[config.mk]
export PLATFORM = sky130hd
export DESIGN_NAME = addr_bank_regfile
export DESIGN_NICKNAME = d
export VERILOG_FILES = /design/src/rtl/adrf_pkg.sv /design/src/rtl/adrf_store.sv /design/src/rtl/adrf_bus_align.sv /design/src/rtl/adrf_rsp_slot.sv /design/src/rtl/addr_bank_regfile.sv
export SDC_FILE = /design/constraint.sdc
export NUM_CORES = 2
export LEC_CHECK = 0
export BUFFER_PORTS_ARGS = -buffer_cell sky130_fd_sc_hd__buf_4
export CAP_MARGIN = 20
export CORE_MARGIN = 2
export CORE_UTILIZATION = 39
export DETAILED_ROUTE_END_ITERATION = 16
export PLACE_DENSITY_LB_ADDON = 0.25
export SKIP_CTS_REPAIR_TIMING = 1
export SYNTH_ARGS = -nofsm -noshare
export SYNTH_HDL_FRONTEND = slang
export SYNTH_HIERARCHICAL = 1
export SYNTH_SLANG_ARGS = --single-unit
export TNS_END_PERCENT = 50
[constraint.sdc]
create_clock -name clk -period 8.1 [get_ports clk]
set_input_delay 0.81 -clock clk [delete_from_list [all_inputs] [get_ports clk]]
set_output_delay 0.81 -clock clk [all_outputs]
set_load 0.02 [all_outputs]
[src/rtl/adrf_pkg.sv]
package adrf_pkg;
  typedef enum logic [1:0] {
    K_IDX = 2'd0,
    K_MOD = 2'd1,
    K_BAS = 2'd2,
    K_LEN = 2'd3
  } reg_kind_e;

  localparam int BUS_W    = 40;
  localparam int LANE_LSB = 8;
  localparam int WORD_W   = 32;
  localparam int NKIND    = 4;
  localparam int NSLOT    = 8;
  localparam int NCOPY    = 2;
endpackage

[src/rtl/adrf_store.sv]
module adrf_store
  import adrf_pkg::*;
#(
  parameter int REG_W = 24
) (
  input  logic             clk,
  input  logic             rst_n,
  input  logic             sel_lo,
  input  logic             sel_hi,
  input  logic             we,
  input  reg_kind_e        wkind,
  input  logic [2:0]       widx,
  input  logic [REG_W-1:0] wdata,
  input  reg_kind_e        ra_kind,
  input  logic [2:0]       ra_idx,
  output logic [REG_W-1:0] ra_data,
  input  logic [2:0]       ag_sel,
  output logic [REG_W-1:0] ag_index,
  output logic [REG_W-1:0] ag_base,
  output logic [REG_W-1:0] ag_length,
  input  logic [2:0]       ag_msel,
  output logic [REG_W-1:0] ag_modify
);
  localparam int TOTAL  = NCOPY * NKIND * NSLOT;
  localparam int ADDR_W = $clog2(TOTAL);

  logic [TOTAL-1:0][REG_W-1:0] regs;

  // Flat position of a register: {copy, kind, slot}; the copy comes from
  // the select of the half that the slot belongs to.
  function automatic logic [ADDR_W-1:0] flat(input logic lo, input logic hi,
                                             input reg_kind_e k,
                                             input logic [2:0] s);
    logic cp;
    cp = s[2] ? hi : lo;
    return {cp, k, s};
  endfunction

  logic [ADDR_W-1:0] wslot, islot, bslot;
  assign wslot = flat(sel_lo, sel_hi, wkind, widx);
  assign islot = flat(sel_lo, sel_hi, K_IDX, widx);
  assign bslot = flat(sel_lo, sel_hi, K_BAS, widx);

  always_ff @(posedge clk) begin
    if (!rst_n) begin
      regs <= '0;
    end else if (we) begin
      regs[wslot] <= wdata;
      if (wkind == K_BAS) regs[islot] <= wdata;
    end
  end

  assign ra_data   = regs[flat(sel_lo, sel_hi, ra_kind, ra_idx)];
  assign ag_index  = regs[flat(sel_lo, sel_hi, K_IDX, ag_sel)];
  assign ag_base   = regs[flat(sel_lo, sel_hi, K_BAS, ag_sel)];
  assign ag_length = regs[flat(sel_lo, sel_hi, K_LEN, ag_sel)];
  assign ag_modify = regs[flat(sel_lo, sel_hi, K_MOD, ag_msel)];

  // a base write arms the paired index with the same value
  p_base_loads_index_r3: assert property (@(posedge clk) disable iff (!rst_n)
    (we && wkind == K_BAS) |=> (regs[$past(islot)] == $past(wdata)));

  // an index write keeps the paired base
  p_index_keeps_base_r3: assert property (@(posedge clk) disable iff (!rst_n)
    (we && wkind == K_IDX) |=> (regs[$past(bslot)] == $past(regs[bslot])));

  // nothing moves without a write strobe
  p_idle_hold_r4: assert property (@(posedge clk) disable iff (!rst_n)
    !we |=> $stable(regs));
endmodule

[src/rtl/adrf_bus_align.sv]
module adrf_bus_align
  import adrf_pkg::*;
#(
  parameter int REG_W = 24
) (
  input  reg_kind_e        out_kind,
  input  logic [REG_W-1:0] out_val,
  output logic [BUS_W-1:0] out_bus,
  input  logic [BUS_W-1:0] in_bus,
  output logic [REG_W-1:0] in_val
);
  localparam int EXT_W = WORD_W - REG_W;

  logic [WORD_W-1:0] word;

  generate
    if (EXT_W > 0) begin : g_extend
      logic fill;
      assign fill = (out_kind == K_MOD) ? out_val[REG_W-1] : 1'b0;
      assign word = {{EXT_W{fill}}, out_val};
    end else begin : g_full
      assign word = out_val[WORD_W-1:0];
    end
  endgenerate

  assign out_bus = {word, {LANE_LSB{1'b0}}};
  assign in_val  = in_bus[LANE_LSB +: REG_W];
endmodule

[src/rtl/adrf_rsp_slot.sv]
module adrf_rsp_slot
  import adrf_pkg::*;
(
  input  logic             clk,
  input  logic             rst_n,
  input  logic             load_valid,
  output logic             load_ready,
  input  logic [BUS_W-1:0] load_data,
  output logic             rsp_valid,
  input  logic             rsp_ready,
  output logic [BUS_W-1:0] rsp_data
);
  assign load_ready = !rsp_valid || rsp_ready;

  always_ff @(posedge clk) begin
    if (!rst_n) begin
      rsp_valid <= 1'b0;
      rsp_data  <= '0;
    end else if (load_ready) begin
      rsp_valid <= load_valid;
      if (load_valid) rsp_data <= load_data;
    end
  end

  // a stalled response neither drops nor changes
  p_rsp_hold_r7: assert property (@(posedge clk) disable iff (!rst_n)
    (rsp_valid && !rsp_ready) |=> (rsp_valid && $stable(rsp_data)));

  // an accepted request shows up on the next cycle
  p_rsp_follows_r9: assert property (@(posedge clk) disable iff (!rst_n)
    (load_valid && load_ready) |=> rsp_valid);
endmodule

[src/rtl/addr_bank_regfile.sv]
module addr_bank_regfile
  import adrf_pkg::*;
#(
  parameter int REG_W = 24
) (
  input  logic             clk,
  input  logic             rst_n,
  input  logic             sel_lo,
  input  logic             sel_hi,
  input  logic             wr_en,
  input  logic [1:0]       wr_kind,
  input  logic [2:0]       wr_idx,
  input  logic [REG_W-1:0] wr_data,
  input  logic [2:0]       ag_sel,
  output logic [REG_W-1:0] ag_index,
  output logic [REG_W-1:0] ag_base,
  output logic [REG_W-1:0] ag_length,
  input  logic [2:0]       ag_msel,
  output logic [REG_W-1:0] ag_modify,
  input  logic             bw_valid,
  output logic             bw_ready,
  input  logic [1:0]       bw_kind,
  input  logic [2:0]       bw_idx,
  input  logic [39:0]      bw_data,
  input  logic             rq_valid,
  output logic             rq_ready,
  input  logic [1:0]       rq_kind,
  input  logic [2:0]       rq_idx,
  output logic             rsp_valid,
  input  logic             rsp_ready,
  output logic [39:0]      rsp_data
);
  logic             bw_fire;
  logic             st_we;
  reg_kind_e        st_kind;
  logic [2:0]       st_idx;
  logic [REG_W-1:0] st_data;
  logic [REG_W-1:0] bus_val;
  logic [REG_W-1:0] rd_val;
  logic [BUS_W-1:0] rd_bus;

  // The generator port owns the write path; the bus waits for a free cycle.
  assign bw_ready = !wr_en;
  assign bw_fire  = bw_valid && bw_ready;
  assign st_we    = wr_en || bw_fire;
  assign st_kind  = wr_en ? reg_kind_e'(wr_kind) : reg_kind_e'(bw_kind);
  assign st_idx   = wr_en ? wr_idx : bw_idx;
  assign st_data  = wr_en ? wr_data : bus_val;

  adrf_store #(.REG_W(REG_W)) u_store (
    .clk      (clk),
    .rst_n    (rst_n),
    .sel_lo   (sel_lo),
    .sel_hi   (sel_hi),
    .we       (st_we),
    .wkind    (st_kind),
    .widx     (st_idx),
    .wdata    (st_data),
    .ra_kind  (reg_kind_e'(rq_kind)),
    .ra_idx   (rq_idx),
    .ra_data  (rd_val),
    .ag_sel   (ag_sel),
    .ag_index (ag_index),
    .ag_base  (ag_base),
    .ag_length(ag_length),
    .ag_msel  (ag_msel),
    .ag_modify(ag_modify)
  );

  adrf_bus_align #(.REG_W(REG_W)) u_align (
    .out_kind(reg_kind_e'(rq_kind)),
    .out_val (rd_val),
    .out_bus (rd_bus),
    .in_bus  (bw_data),
    .in_val  (bus_val)
  );

  adrf_rsp_slot u_rsp (
    .clk       (clk),
    .rst_n     (rst_n),
    .load_valid(rq_valid),
    .load_ready(rq_ready),
    .load_data (rd_bus),
    .rsp_valid (rsp_valid),
    .rsp_ready (rsp_ready),
    .rsp_data  (rsp_data)
  );

  // the low byte lane of every response is clear
  p_rsp_low_zero_r6: assert property (@(posedge clk) disable iff (!rst_n)
    rsp_valid |-> (rsp_data[LANE_LSB-1:0] == '0));

  // a bus write is never taken alongside a generator write
  p_bus_yields_r7: assert property (@(posedge clk) disable iff (!rst_n)
    (wr_en && bw_valid) |=> !$past(bw_fire));
endmodule

==> qor.txt <==
OUTCOME
--------------------------------------------------------------------------------
Result of the run .................................................    completed

SYNTHESIS
--------------------------------------------------------------------------------
Top-area cell type share of the netlist area ......................       0.3755
Number of storage elements in the synthesis netlist ...............        1,577
Largest area contributor in the synthesized netlist ...............      dfxtp_1
Simple-gate share of the synthesized area .........................       0.1542
Compound-Gate Fraction of Synth Area ..............................       0.1379
EDFF count, synth .................................................            0
Netlist cell types ................................................           66
Commonest cells in the synthesized netlist ........................ nand2_1, dfxtp_1, a21boi_0
FFs w/ async S/R, synth ...........................................            0
Proportion of synthesized area in mux cells .......................       0.2807
Largest family of logic cells by synthesized area ................. multiplexers
Sequential cell area fraction in the yosys report .................       0.3755
Mapped cell area ..................................................  84,070 um^2
XOR/XNOR Fraction of Synth Area ...................................            0
Adder-cell share of the synthesized area ..........................            0
Gate Count Post-Synth .............................................        8,518
Yosys warns .......................................................            6
Mapped Avg Cell Area ..............................................   9.870 um^2
Most common flop cell mapped by yosys .............................      dfxtp_1
Dominant cells by area after synthesis ............................ dfxtp_1, mux4_2, nand2_1
Most frequent cell after synthesis ................................      nand2_1

HOLD PATH
--------------------------------------------------------------------------------
Worst min-delay path startpoint ...................................     rq_valid
Worst hold path endpoint .......................................... u_rsp/rsp_valid
Kind of path behind the tightest hold check .......................       in2reg
Number of stages on the worst hold path ...........................            3

CELLS AND AREA
--------------------------------------------------------------------------------
Synth-to-layout area growth .......................................       10.41%
Fraction of final layout cells with drive strength greater than 1 .       0.2045
Nets ..............................................................        8,219

DRT
--------------------------------------------------------------------------------
Detailed-routing iteration count for the pre-antenna-repair pass ..            7
Avg Vias per Cell .................................................        6.101
Post-route ant nets ...............................................            0
Total wirelength of the detailed-routed design ....................   333,100 um
# DRC .............................................................            0
DR WL/cell ........................................................     29.97 um
Vias after detailed routing .......................................       67,820
DRT iter0 DRCs ....................................................        8,691

GRT
--------------------------------------------------------------------------------
Antenna violations before repair ..................................           19
Vias in the first global route ....................................       64,130
Overall routing resource usage ....................................       0.2960
Largest net degree at the start of global routing .................          278
Residual overflow from global routing .............................            0
Wire length of the first global-routing pass ......................   470,700 um

TIMING
--------------------------------------------------------------------------------
Final setup violating endpoints ...................................            0
Minimum setup slack in the final design ...........................     3.800 ns
Pin slew with the least headroom to its limit .....................     1.341 ns
Worst slew margin relative to its limit ...........................       0.1062
Post-route clock period utilization ...............................       0.5309
Post-route minimum period .........................................     4.300 ns
Number of hold violations in the final report .....................            0
Maximum frequency from static timing analysis .....................   0.2326 GHz
Final Max Tran Viols ..............................................            0
Final-layout setup total negative slack ...........................         0 ns
Final clock skew ..................................................   0.02603 ns
Unrepaired setup endpoints after global routing ...................           no

POWER AND IR DROP
--------------------------------------------------------------------------------
Logic pwr share ...................................................        0.093
Reported leakage power ............................................   0.02945 uW
Total net switching power .........................................      4638 uW
Switching share of power ..........................................       0.2567
Share of total power in sequential cells ..........................        0.437
Power consumption .................................................    18,070 uW
Clock power frac ..................................................        0.470
Worst voltage drop across the vdd grid ............................    0.2145 mV
Int Power .........................................................    13,430 uW
Power Density ..................................................... 194.7 nW/um^2

FLOORPLANNING
--------------------------------------------------------------------------------
Core Footprint .................................................... 214,400 um^2
Number of placed I/O pins .........................................          232
Core Rows .........................................................          170
Chip Width ........................................................     468.3 um
Vert. Die Dim .....................................................     468.3 um
Floorplan die area ................................................ 219,300 um^2
Initial core utilization ..........................................       0.3921

CLOCK NETWORK
--------------------------------------------------------------------------------
Clock buffer count from CTS .......................................          173
Number of clock sinks .............................................        1,577
CTS H-tree depth ..................................................            4
Reg clk slew, reported paths ......................................      0.06 ns
Root buf cell .....................................................    clkbuf_16
Clock Tree Buf Depth ..............................................            3
TritonCTS clock tree ..............................................         done
Latest clock arrival within the worst-skew pair ...................      0.84 ns

CRITICAL PATH
--------------------------------------------------------------------------------
Signal arrival time at the worst endpoint .........................      3.49 ns
Cells along the critical path ..................................... buf_6 -> buf_4 -> mux4_2 -> mux4_2 -> buf_4
Logic depth of the worst register-to-register path ................            7
Required time at the worst-slack endpoint .........................      7.29 ns
Crit path buf inv count ...........................................            3
Cell with the largest stage delay on the worst path ...............        buf_4
Critical path startpoint category .................................    input pin
Cell family with most CP delay .................................... buffers and inverters
Start-to-end type of the worst setup path .........................       in2out
Critical path's largest stage delay ...............................      0.68 ns
Crit Reg-Reg Endpoint ............................................. u_rsp/rsp_data[16]
Register-to-register setup slack ..................................      5.13 ns
Category of the worst setup path capture point .................... primary output
Largest fanout on the critical path ...............................           36

PLACE
--------------------------------------------------------------------------------
Placement Setup Slack .............................................     3.257 ns
HPWL after detailed placement .....................................   198,600 um
Number of port buffers ............................................          215
Routability cong. .................................................        1.004

JOB
--------------------------------------------------------------------------------
Max Cap Viol ......................................................            0

cells by family after synthesis:
kind of cell	count (synthesis)
other	1
buffers and inverters	946
AO/OA/AOI/OAI	1564
multiplexers	1267
flip-flops	1577
AND/OR/NAND/NOR	3163
tightest hold or removal path, cell delays in order:
cell and delay (ns):
buf_4 0.11, inv_1 0.04, a21boi_0 0.06
cells in the final DEF, fill, tap and decap left out, drive strengths merged, types with 25 or more instances in the layout:
| cell | count |
|---|---|
| clkbuf | 265 |
| buf | 368 |
| mux4 | 866 |
| clkinv | 25 |
| o21ai | 92 |
| nor2 | 69 |
| dfxtp | 1577 |
| nand2 | 2738 |
| mux2i | 341 |
| a21boi | 1297 |
| nor2b | 252 |
| o2111ai | 34 |
| mux2 | 60 |
| a22oi | 46 |
power groups by stage:
stage	logic [uW]	clock network (uW)	registers, uW
finish	1680	8500	7890
global route	1730	8880	7900
CTS	1650	8580	7890
detailed placement	1640	0	8060
global placement	1630	0	8060
floorplan	1090	0	8050
area by class of cell:
class | count | area [um^2]
fill | 20090 | 121600
sequential | 1577 | 31570
inverter | 4 | 15.01
tap | 2838 | 3551
timing repair buffer | 368 | 3060
multi-input combinational | 6002 | 48520
antenna | 10 | 25.02
clock buffer | 265 | 5259
clock inverter | 52 | 823.3
stage by stage:
| step | cell area, um^2 | cells | hold slack [ns] | utilization |
|---|---|---|---|---|
| final | 92820 | 11120 | 0.2338 | 0.4329 |
| after floorplan | 84100 | 8525 | 0.4416 | - |
| after CTS | 92750 | 11100 | 0.1837 | 0.4326 |
| after detailed placement | 86670 | 10790 | 0.4543 | 0.4042 |
| after global placement | 86670 | 10790 | 0.4479 | 0.4042 |
| after global routing | 92820 | 11110 | 0.2361 | 0.4329 |
worst max path at each step:
| stage | start | end | slack [ns] | cells past startpoint |
|---|---|---|---|---|
| floorplan | ag_sel[1] | ag_index[10] | 4.64 | 4 |
| global placement | rq_idx[0] | u_rsp/rsp_data[23] | 3.28 | 9 |
| detailed placement | rq_idx[0] | u_rsp/rsp_data[23] | 3.26 | 9 |
| CTS | ag_sel[0] | ag_length[11] | 3.78 | 5 |
| global route | ag_msel[0] | ag_modify[11] | 3.65 | 5 |
| finish | ag_msel[0] | ag_modify[11] | 3.80 | 5 |
layer usage:
metal	GRT usage	vias up	part of all wire
li1	-	29060	-
met1	0.4012	34240	0.40
met2	0.4437	3828	0.44
met3	0.07214	692	0.11
met4	0.1385	8	0.052
met5	0	-	0.00018
No activity file was read; power rests on OpenSTA's default activity.
